==> src/rtl/ddr_seq_pkg.sv <==
package ddr_seq_pkg;

  // {cs_n, ras_n, cas_n, we_n}
  typedef enum logic [3:0] {
    CMD_NOP = 4'b0111,
    CMD_ACT = 4'b0011,
    CMD_RD  = 4'b0101,
    CMD_WR  = 4'b0100,
    CMD_PRE = 4'b0010,
    CMD_REF = 4'b0001
  } ddr_cmd_e;

  // data clocks per burst: locations / 2
  function automatic logic [3:0] burst_beats(input logic [1:0] bl_code);
    case (bl_code)
      2'd0:    return 4'd1;
      2'd1:    return 4'd2;
      default: return 4'd4;
    endcase
  endfunction

  // whole clocks of read latency (2.5 rounds down, half flagged apart)
  function automatic logic [1:0] cas_whole(input logic [1:0] cl_code);
    return (cl_code >= 2'd2) ? 2'd3 : 2'd2;
  endfunction

  function automatic logic cas_half(input logic [1:0] cl_code);
    return cl_code == 2'd1;
  endfunction

  // clocks the column access occupies before the next command
  function automatic logic [3:0] burst_hold(input logic is_write,
                                            input logic [1:0] bl_code,
                                            input logic [1:0] cl_code);
    return burst_beats(bl_code) + (is_write ? 4'd1 : {2'b00, cas_whole(cl_code)});
  endfunction

endpackage

==> src/rtl/ddr_bank_table.sv <==
module ddr_bank_table #(
  parameter int NUM_BANKS = 4,
  parameter int ROW_W     = 13,
  localparam int BA_W     = $clog2(NUM_BANKS)
) (
  input  logic                 clk,
  input  logic                 rst_n,
  input  logic                 set_en,
  input  logic [BA_W-1:0]      set_bank,
  input  logic [ROW_W-1:0]     set_row,
  input  logic                 clr_en,
  input  logic [BA_W-1:0]      clr_bank,
  input  logic                 clr_all,
  input  logic [BA_W-1:0]      look_bank,
  input  logic [ROW_W-1:0]     look_row,
  output logic [NUM_BANKS-1:0] open_vec,
  output logic                 look_open,
  output logic                 look_hit
);

  logic [ROW_W-1:0] row_arr [NUM_BANKS];

  for (genvar b = 0; b < NUM_BANKS; b++) begin : g_bank
    logic             open_b;
    logic [ROW_W-1:0] row_b;
    always_ff @(posedge clk or negedge rst_n) begin
      if (!rst_n) begin
        open_b <= 1'b0;
        row_b  <= '0;
      end else if (clr_all || (clr_en && clr_bank == BA_W'(b))) begin
        open_b <= 1'b0;
      end else if (set_en && set_bank == BA_W'(b)) begin
        open_b <= 1'b1;
        row_b  <= set_row;
      end
    end
    assign open_vec[b] = open_b;
    assign row_arr[b]  = row_b;
  end

  assign look_open = open_vec[look_bank];
  assign look_hit  = look_open && (row_arr[look_bank] == look_row);

  // an activate may only target a bank that is closed
  assert_act_closed_R3: assert property (@(posedge clk) disable iff (!rst_n)
    set_en |-> !open_vec[set_bank]);

endmodule

==> src/rtl/ddr_refresh_timer.sv <==
module ddr_refresh_timer #(
  parameter int T_REFI  = 1560,
  localparam int CNT_W  = $clog2(T_REFI)
) (
  input  logic clk,
  input  logic rst_n,
  input  logic ref_issued,
  output logic ref_due
);

  logic [CNT_W-1:0] cnt_q;
  logic             wrap;

  assign wrap = (cnt_q == CNT_W'(T_REFI - 1));

  always_ff @(posedge clk or negedge rst_n) begin
    if (!rst_n) begin
      cnt_q   <= '0;
      ref_due <= 1'b0;
    end else begin
      cnt_q <= wrap ? '0 : cnt_q + 1'b1;
      if (wrap)            ref_due <= 1'b1;
      else if (ref_issued) ref_due <= 1'b0;
    end
  end

  // a deadline must be served before the next one arrives
  assert_deadline_served_R9: assert property (@(posedge clk) disable iff (!rst_n)
    wrap |-> (!ref_due || ref_issued));

endmodule

==> src/rtl/ddr_read_track.sv <==
module ddr_read_track
  import ddr_seq_pkg::*;
(
  input  logic       clk,
  input  logic       rst_n,
  input  logic       start,
  input  logic [1:0] bl_code,
  input  logic [1:0] cl_code,
  output logic       rd_valid,
  output logic       rd_half
);

  logic [1:0] delay_q;
  logic [2:0] beats_q;
  logic       half_q;

  always_ff @(posedge clk or negedge rst_n) begin
    if (!rst_n) begin
      delay_q <= '0;
      beats_q <= '0;
      half_q  <= 1'b0;
    end else if (start) begin
      delay_q <= cas_whole(cl_code);
      beats_q <= 3'(burst_beats(bl_code));
      half_q  <= cas_half(cl_code);
    end else if (delay_q != 2'd0) begin
      delay_q <= delay_q - 1'b1;
    end else if (beats_q != 3'd0) begin
      beats_q <= beats_q - 1'b1;
    end
  end

  assign rd_valid = (delay_q == 2'd0) && (beats_q != 3'd0);
  assign rd_half  = rd_valid && half_q;

  // a new read never starts before the previous burst reaches its last beat
  assert_no_overlap_R7: assert property (@(posedge clk) disable iff (!rst_n)
    start |-> (delay_q == 2'd0) && (beats_q <= 3'd1));

endmodule

==> src/rtl/ddr_cmd_seq.sv <==
module ddr_cmd_seq
  import ddr_seq_pkg::*;
#(
  parameter int NUM_BANKS = 4,
  parameter int ROW_W     = 13,
  parameter int COL_W     = 10,
  parameter int ADDR_W    = 13,
  parameter int AP_BIT    = 10,
  parameter int T_RCD     = 3,
  parameter int T_RP      = 3,
  parameter int T_RFC     = 14,
  parameter int T_REFI    = 1560,
  localparam int BA_W     = $clog2(NUM_BANKS)
) (
  input  logic              clk,
  input  logic              rst_n,
  input  logic [1:0]        cfg_burst,
  input  logic [1:0]        cfg_cas,
  input  logic              req_valid,
  input  logic              req_write,
  input  logic              req_autopre,
  input  logic [BA_W-1:0]   req_bank,
  input  logic [ROW_W-1:0]  req_row,
  input  logic [COL_W-1:0]  req_col,
  output logic              req_ack,
  output logic              cmd_cs_n,
  output logic              cmd_ras_n,
  output logic              cmd_cas_n,
  output logic              cmd_we_n,
  output logic [BA_W-1:0]   cmd_ba,
  output logic [ADDR_W-1:0] cmd_addr,
  output logic              rd_valid,
  output logic              rd_half
);

  localparam int T_A    = (T_RCD > T_RP) ? T_RCD : T_RP;
  localparam int T_B    = (T_A > T_RFC) ? T_A : T_RFC;
  localparam int T_MAX  = (T_B > 8) ? T_B : 8;
  localparam int WAIT_W = $clog2(T_MAX + 1);

  typedef enum logic {ST_IDLE, ST_BURST} seq_st_e;

  seq_st_e             st_q, st_d;
  logic [WAIT_W-1:0]   wait_q, wait_d;
  ddr_cmd_e            cmd_q, cmd_d;
  logic [BA_W-1:0]     ba_q, ba_d, ap_bank_q, clr_bank;
  logic [ADDR_W-1:0]   addr_q, addr_d;
  logic                ack_q;

  // named internal events
  logic [NUM_BANKS-1:0] open_vec;
  logic                 look_open, look_hit, ref_due;
  logic                 tbl_set, tbl_clr, tbl_clr_all, ref_issue, rw_take, burst_end;

  always_comb begin
    cmd_d       = CMD_NOP;
    ba_d        = '0;
    addr_d      = '0;
    st_d        = st_q;
    wait_d      = (wait_q != '0) ? wait_q - 1'b1 : '0;
    tbl_set     = 1'b0;
    tbl_clr     = 1'b0;
    tbl_clr_all = 1'b0;
    ref_issue   = 1'b0;
    rw_take     = 1'b0;
    burst_end   = 1'b0;
    clr_bank    = req_bank;
    if (wait_q == '0) begin
      if (st_q == ST_BURST) begin
        burst_end = 1'b1;
        tbl_clr   = 1'b1;
        clr_bank  = ap_bank_q;
        st_d      = ST_IDLE;
        wait_d    = WAIT_W'(T_RP - 1);
      end else if (ref_due) begin
        if (|open_vec) begin
          cmd_d          = CMD_PRE;
          tbl_clr_all    = 1'b1;
          addr_d[AP_BIT] = 1'b1;
          wait_d         = WAIT_W'(T_RP - 1);
        end else begin
          cmd_d     = CMD_REF;
          ref_issue = 1'b1;
          wait_d    = WAIT_W'(T_RFC - 1);
        end
      end else if (req_valid) begin
        ba_d = req_bank;
        if (!look_open) begin
          cmd_d   = CMD_ACT;
          tbl_set = 1'b1;
          addr_d  = ADDR_W'(req_row);
          wait_d  = WAIT_W'(T_RCD - 1);
        end else if (!look_hit) begin
          cmd_d   = CMD_PRE;
          tbl_clr = 1'b1;
          wait_d  = WAIT_W'(T_RP - 1);
        end else begin
          cmd_d                 = req_write ? CMD_WR : CMD_RD;
          rw_take               = 1'b1;
          addr_d[COL_W-1:0]     = req_col;
          addr_d[AP_BIT]        = req_autopre;
          wait_d = WAIT_W'(burst_hold(req_write, cfg_burst, cfg_cas) - 4'd1);
          if (req_autopre) st_d = ST_BURST;
        end
      end
    end
  end

  always_ff @(posedge clk or negedge rst_n) begin
    if (!rst_n) begin
      st_q      <= ST_IDLE;
      wait_q    <= '0;
      cmd_q     <= CMD_NOP;
      ba_q      <= '0;
      addr_q    <= '0;
      ack_q     <= 1'b0;
      ap_bank_q <= '0;
    end else begin
      st_q   <= st_d;
      wait_q <= wait_d;
      cmd_q  <= cmd_d;
      ba_q   <= ba_d;
      addr_q <= addr_d;
      ack_q  <= rw_take;
      if (rw_take) ap_bank_q <= req_bank;
    end
  end

  ddr_bank_table #(.NUM_BANKS(NUM_BANKS), .ROW_W(ROW_W)) u_banks (
    .clk       (clk),
    .rst_n     (rst_n),
    .set_en    (tbl_set),
    .set_bank  (req_bank),
    .set_row   (req_row),
    .clr_en    (tbl_clr),
    .clr_bank  (clr_bank),
    .clr_all   (tbl_clr_all),
    .look_bank (req_bank),
    .look_row  (req_row),
    .open_vec  (open_vec),
    .look_open (look_open),
    .look_hit  (look_hit)
  );

  ddr_refresh_timer #(.T_REFI(T_REFI)) u_refresh (
    .clk        (clk),
    .rst_n      (rst_n),
    .ref_issued (ref_issue),
    .ref_due    (ref_due)
  );

  ddr_read_track u_rdtrack (
    .clk      (clk),
    .rst_n    (rst_n),
    .start    (rw_take && !req_write),
    .bl_code  (cfg_burst),
    .cl_code  (cfg_cas),
    .rd_valid (rd_valid),
    .rd_half  (rd_half)
  );

  assign {cmd_cs_n, cmd_ras_n, cmd_cas_n, cmd_we_n} = cmd_q;
  assign cmd_ba   = ba_q;
  assign cmd_addr = addr_q;
  assign req_ack  = ack_q;

  // acknowledge only alongside a column command
  assert_ack_with_rw_R12: assert property (@(posedge clk) disable iff (!rst_n)
    req_ack |-> (cmd_q == CMD_RD || cmd_q == CMD_WR));

  // column commands only to a bank the table holds open
  assert_rw_bank_open_R3: assert property (@(posedge clk) disable iff (!rst_n)
    (cmd_q == CMD_RD || cmd_q == CMD_WR) |-> open_vec[cmd_ba]);

  // refresh only with every bank closed
  assert_ref_all_closed_R9: assert property (@(posedge clk) disable iff (!rst_n)
    (cmd_q == CMD_REF) |-> (open_vec == '0));

  // a single-bank precharge leaves its bank closed
  assert_pre_closes_R5: assert property (@(posedge clk) disable iff (!rst_n)
    (cmd_q == CMD_PRE && !cmd_addr[AP_BIT]) |-> !open_vec[cmd_ba]);

  if (T_RCD > 1) begin : g_rcd_gap
    // row-to-column delay leaves the next cycle idle
    assert_act_gap_R3: assert property (@(posedge clk) disable iff (!rst_n)
      (cmd_q == CMD_ACT) |=> (cmd_q == CMD_NOP));
  end

endmodule

==> config.mk <==
export PLATFORM = sky130hd
export DESIGN_NAME = ddr_cmd_seq
export DESIGN_NICKNAME = d
export VERILOG_FILES = /design/src/rtl/ddr_seq_pkg.sv /design/src/rtl/ddr_bank_table.sv /design/src/rtl/ddr_refresh_timer.sv /design/src/rtl/ddr_read_track.sv /design/src/rtl/ddr_cmd_seq.sv
export SDC_FILE = /design/constraint.sdc
export NUM_CORES = 1
export LEC_CHECK = 0
export ABC_AREA = 1
export BUFFER_PORTS_ARGS = -buffer_cell sky130_fd_sc_hd__buf_2
export CORE_MARGIN = 1.5
export CORE_UTILIZATION = 40
export CTS_CLUSTER_SIZE = 10
export DETAILED_ROUTE_END_ITERATION = 12
export HOLD_SLACK_MARGIN = 0.15
export MAX_ROUTING_LAYER = met4
export SYNTH_ARGS = -nofsm -noshare
export SYNTH_HDL_FRONTEND = slang
export SYNTH_SLANG_ARGS = --single-unit
==> constraint.sdc <==
create_clock -name clk -period 3.8 [get_ports clk]
set_input_delay 0.38 -clock clk [delete_from_list [all_inputs] [get_ports clk]]
set_output_delay 0.38 -clock clk [all_outputs]
set_load 0.02 [all_outputs]
==> flow_metrics.tcl, run 1 <==
set metrics [dict create \
    cts_tree "built" \
    critical_path_class "in -> reg" \
    initialDrtViolationCount 238 \
    period_share 0.642 \
    whs_ps 111 \
    drc_errors 0 \
    antenna_found_initial 0 \
    max_slew_margin 0.462 \
    coreArea_mm2 0.0126 \
    synth_cell_types 39 \
    die-area_mm2 0.0135 \
    rr_endpoint "u_banks.g_bank[1].row_b[6]" \
    maxCapViolCount 0 \
    synth_most_common_cell "nand2_1" \
    ctsResizeCount 0 \
    cp_common_cell "nand2_2" \
    setup_tns_ps 0 \
    hpwl_um 8230 \
    async_reset_ff_frac 1.00 \
    cp-start-kind "primary input" \
    firstDrtPassIters 5 \
    wire_per_inst_um 13.6 \
    ir_drop_v 0.000412 \
    grt_max_degree 63 \
    detail_route.vias_per_cell 4.93 \
    cts_root_buf "clkbuf_16" \
    crit_path_end_kind "flop" \
    wl_um 12000 \
    htree_levels 3 \
    cts_buffer_depth 2 \
    hold_violations 0 \
    hold_class "in -> async" \
    fmax_mhz 410 \
    ant_nets 0 \
    yosysWarnings 0 \
    grt_pass1_wl_um 20700 \
    path_cells "buf_2 -> inv_2 -> nor2_1 -> a221oi_2 -> nand2_2 -> clkinv_2 -> nand2_2 -> nand2_1 -> o21ai_0" \
    vias 4357 \
    rsz0062_at_grt "false" \
    outcome "finished clean" \
    leakage_nw 3.08 \
    num_rows 41 \
    worst_slew_pin_slew_ps 808 \
    port_buffers 54 \
    finClkSkew_ps 6.23 \
    seq_area_frac_synth 0.489 \
    synthCells 659 \
    worst_ep_required_time_ps 4010 \
    r2r_slack_ps 1430 \
    cp_slowest_cell "inv_2" \
    cts_inserted_buffers 9 \
    avgSynthCellArea_um2 7.78 \
    grt_usage 0.205 \
    yosysTopAreaCell "dfrtp_1" \
    netlist.area_leader.share 0.473 \
    max_stage_delay_ps 500 \
    r2r_start "wait_q[0]" \
    synth-edff-count 0 \
    worstPathMaxFanout 32 \
    pwr-share-clk 0.260 \
    synthTopCellsByArea "dfrtp_1 (47%), nand2_1 (19%), o21ai_0 (5.9%)" \
    crit_buf_inv 3 \
    synth_seq_cells 100 \
    netlist_top_cells_count "nand2_1 (257), dfrtp_1 (97), inv_1 (60), o21ai_0 (60), nor2_1 (44)" \
    clkTransAtPathRegs_ps 60 \
    internal_power_mw 2.40 \
    cpLargestDelayFamily "buffers and inverters" \
    drive_gt1_frac 0.152 \
    min_period_ps 2440 \
    p_per_area_mw_per_mm2 630 \
    first_global_vias 4274 \
    io_pins 56 \
    netlist_area_mm2 0.00513 \
    final_nets 751 \
    p_seq_frac 0.445 \
    gp_congestion 0.850 \
    holdBufCountCts 0 \
    rr_worst_depth 11 \
    critPathArrivalTime_ps 2650 \
    slew_viol_final 0 \
    gr-total-overflow 0 \
    fp.dieW_um 116 \
    n_antenna_cell 0 \
    setup_viol 0 \
    synth_ff_type "dfrtp_1" \
    syn_to_final_growth_pct 13.1 \
    die_y_um 116 \
    insertion_delay_ps 350 \
    p_switching_mw 1.26 \
    cts_setup_buffers 0 \
    fillers 1271 \
    syn_nets 703 \
    cts.sinks 100 \
    start_util 0.408 \
    p_comb_frac 0.295 \
    p_sw_frac 0.344 \
]
## per-layer routing
| layer | vias to the layer above | wire length [um] | GRT usage |
|---|---|---|---|
| met5 | - | 0 | - |
| met2 | 88 | 5650 | 0.335 |
| met1 | 2086 | 5690 | 0.256 |
| li1 | 2167 | - | - |
| met3 | 16 | 517 | 0.0509 |
| met4 | 0 | 170 | 0.0553 |
## power groups by stage
stage          Sequential [mW]  Combinational (mW)  Clock [mW]
2_1_floorplan             1.61               0.830           0
5_1_grt                   1.68                1.27        1.01
4_1_cts                   1.62                1.09       0.979
3_5_place_dp              1.64                1.08           0
3_3_place_gp              1.63                1.03           0
6_report                  1.63                1.08       0.949
## placed cells by master, fill, tap and decap left out, drive strengths merged, types with 3 or more instances in the layout
cell,netlist,layout
nand2,269,269
dfrtp,97,97
o21ai,77,77
inv,62,62
buf,16,58
nor2,46,46
nand3,37,37
clkbuf,5,13
nand4,10,10
ha,9,9
a21oi,5,5
xor2,4,4
nor3,3,3
dfstp,3,3
## how the worst max path moves through the flow
| stage | slack [ps] | startpoint | cells past startpoint | endpoint |
|---|---|---|---|---|
| 2_1_floorplan | 1840 | u_rdtrack.beats_q[0] | 6 | rd_half |
| 3_3_place_gp | 1050 | req_bank[0] | 9 | u_banks.g_bank[1].row_b[3] |
| 3_5_place_dp | 990 | req_bank[0] | 9 | u_banks.g_bank[1].row_b[6] |
| 4_1_cts | 1360 | req_bank[0] | 9 | u_banks.g_bank[1].row_b[6] |
| 5_1_grt | 1060 | req_bank[0] | 8 | u_banks.g_bank[2].row_b[6] |
| 6_report | 1360 | req_bank[0] | 9 | u_banks.g_bank[1].row_b[6] |
## worst register-to-register path, delay by kind of cell, from the launching register on
kind                     cells  cell delay, ps
AND/OR/NAND/NOR              6            1240
flip-flops                   1             360
buffers and inverters        3             360
adder cells (fa/ha/maj)      1             170
AO/OA/AOI/OAI                1             100
## per-stage QoR
| stage | power, mW | std cells | setup WS, ps | utilization | area, um2 |
|---|---|---|---|---|---|
| floorplan | 2.44 | 659 | 1840 | - | 5130 |
| global placement | 2.66 | 868 | 1050 | 0.437 | 5500 |
| detailed placement | 2.72 | 868 | 991 | 0.437 | 5500 |
| CTS | 3.69 | 884 | 1360 | 0.462 | 5800 |
| global route | 3.97 | 884 | 1060 | 0.462 | 5800 |
| finish | 3.65 | 884 | 1360 | 0.462 | 5800 |
## flip-flops by register name, indices dropped and copies added, names as in the netlist
register,cells
u_banks.g_bank.row_b,52
u_refresh.cnt_q,11
req_ack,1
ap_bank_q,2
cmd_addr,13
cmd_ba,2
u_banks.g_bank.open_b,4
wait_q,4
u_refresh.ref_due,1
u_rdtrack.beats_q,3
cmd_q,3
u_rdtrack.half_q,1
st_q,1
u_rdtrack.delay_q,2
## final cells by class
type                    instances  area (um2)  area share
flip-flops and latches        100        2510       0.432
clock buffers                  13         260      0.0449
repair buffers                 58         303      0.0522
clock inverters                 3        45.0     0.00777
well taps                     172         215      0.0371
inverters                      64         245      0.0423
multi-input cells             474        2230       0.384
## logic make-up after synthesis
kind of cell    share of synthesized area
simple gates                        0.303
flops                               0.489
compound gates                     0.0942
buf+inv                            0.0771
fa+ha+maj                          0.0259
xor+xnor                           0.0102
other cells                      0.000731
Note: power is estimated with default switching activity, not from simulation.
==> run 2, diff against run 1 <==
clock period = 2.18 ns   (was 3.8 ns; I/O delays follow)
==> run 2 against run 1 <==
Compared with the run above:
- sequential cell count is the same
- worst setup slack lost 1200 ps
- combinational power grew 83%
- cell count grew 3.5%
- sequential power grew 75%
- critical path depth grew 1
- worst hold slack gained 50 ps
- first-iteration DRC count grew 26%
- via count grew 2.5%
- non-clock buffer count grew 29
- clock power grew 81%
- cell area grew 5.8%
- critical endpoint is now u_banks.g_bank[3].row_b[8]
==> flow_metrics.tcl, run 2 (synthesis gave the netlist of run 1 again) <==
set metrics [dict create \
    r2r_slack_ps 180 \
    rr_worst_depth 10 \
    port_buffers 54 \
    fp.dieW_um 116 \
    period_share 0.919 \
    regMostFlops "u_banks.g_bank.row_b" \
    syn_to_final_growth_pct 19.7 \
    dpl_cell_area_mm2 0.00564 \
    p_comb_frac 0.302 \
    seq_area_mm2 0.00251 \
    die-area_mm2 0.0135 \
    rsz0062_at_grt "false" \
    ir_drop_v 0.000530 \
    fillers 1254 \
    p_per_area_mw_per_mm2 1070 \
    finClkSkew_ps 5.81 \
    drive_gt1_frac 0.176 \
    hold_class "in -> reg" \
    initialDrtViolationCount 301 \
    outcome "finished clean" \
    p_switching_mw 2.26 \
    cts_buffer_depth 2 \
    fin_ws_ps 177 \
    die_y_um 116 \
    p_seq_frac 0.435 \
    critical_path_class "reg -> reg" \
    wire_per_inst_um 13.9 \
    grt_max_degree 47 \
    io_pins 56 \
    largest_reg_flops 52 \
    firstDrtPassIters 5 \
    cp-start-kind "flop" \
    cts_root_buf "clkbuf_16" \
    critPathArrivalTime_ps 2260 \
    antenna_found_initial 0 \
    min_period_ps 2000 \
    cts.sinks 100 \
    coreArea_mm2 0.0126 \
    pwr-share-clk 0.263 \
    final_nets 782 \
    start_util 0.408 \
    worst_ep_required_time_ps 2430 \
    hpwl_um 8690 \
    worstPathMaxFanout 14 \
    clkTransAtPathRegs_ps 70 \
    whs_ps 160 \
    n_antenna_cell 0 \
    max_slew_margin 0.608 \
    fmax_mhz 499 \
    detail_route.vias_per_cell 4.88 \
    ant_nets 0 \
    setup_viol 0 \
    maxCapViolCount 0 \
    fin_util 0.488 \
    gp_congestion 0.817 \
    crit_path_end_kind "flop" \
    grt_pass1_wl_um 20800 \
    leakage_nw 3.22 \
    multiInputGateArea_mm2 0.00227 \
    cts_tree "built" \
    final_common_cell "nand2_1" \
    wl_um 12700 \
    internal_power_mw 4.30 \
    setup_tns_ps 0 \
    cts_inserted_buffers 9 \
    drc_errors 0 \
    post-place-ws_ps 64.3 \
    grt_usage 0.207 \
    hold_violations 0 \
    p_sw_frac 0.344 \
    fin_area_mm2 0.00614 \
    worst_slew_pin_slew_ps 588 \
    slew_viol_final 0 \
    gr-total-overflow 0 \
    num_rows 41 \
    vias 4466 \
    insertion_delay_ps 350 \
    min_path_cells 3 \
    htree_levels 3 \
    first_global_vias 4349 \
    layout_common_cells "nand2_1 (257), dfrtp_1 (97), inv_1 (60)" \
]
## run 2: cell type report
type	instances	area share
Inverter	64	0.0406
Multi-Input combinational cell	476	0.371
Tap cell	172	0.0351
Sequential cell	100	0.408
Clock buffer	9	0.0367
Timing Repair Buffer	87	0.0924
Clock inverter	7	0.0163
## run 2: final timing paths
| kind | start | end |
|---|---|---|
| max | wait_q[0] | u_banks.g_bank[3].row_b[8] |
| min | cfg_burst[0] | u_rdtrack.beats_q[1] |
| max reg2reg | wait_q[0] | u_banks.g_bank[3].row_b[8] |
| min reg2reg | u_banks.g_bank[1].row_b[3] | u_banks.g_bank[1].row_b[3] |
| max in group asynchronous | rst_n | u_banks.g_bank[3].row_b[7] |
| min in group asynchronous | rst_n | u_refresh.cnt_q[6] |
## run 2: metal layers
layer	part of all wire	vias up	GRT usage
li1	-	2237	-
met1	0.47	2105	0.252
met2	0.47	109	0.332
met3	0.042	15	0.0586
met4	0.014	0	0.0699
met5	0	-	-
## run 2: through the flow
stage	power, mW	cells
2_1_floorplan	4.25	659
3_5_place_dp	4.81	885
6_report	6.55	915
4_1_cts	6.60	913
5_1_grt	7.09	915
3_3_place_gp	4.71	885
## run 2: power by group through the flow
stage	clock, mW	sequential (mW)	combinational, mW
after floorplan	0	2.80	1.45
after global placement	0	2.86	1.85
after detailed placement	0	2.86	1.95
after CTS	1.78	2.84	1.97
after global routing	1.86	2.92	2.31
final	1.72	2.85	1.98
## run 2: worst max-delay path, cell delays in order (launching register included)
cell	delay [ps]
dfrtp_1	370
inv_1	130
ha_1	170
nand3_1	120
nor2_1	140
inv_1	90
nor2_2	150
nand2_2	110
inv_6	150
nand3_4	200
o21ai_0	280
## run 2: timing repair
action                     in CTS  in global routing
buffers inserted                0                  0
hold buffers                   12                  0
hold endpoints to repair       53                  0
resized for setup               0                 11
setup endpoints to repair       0                 51
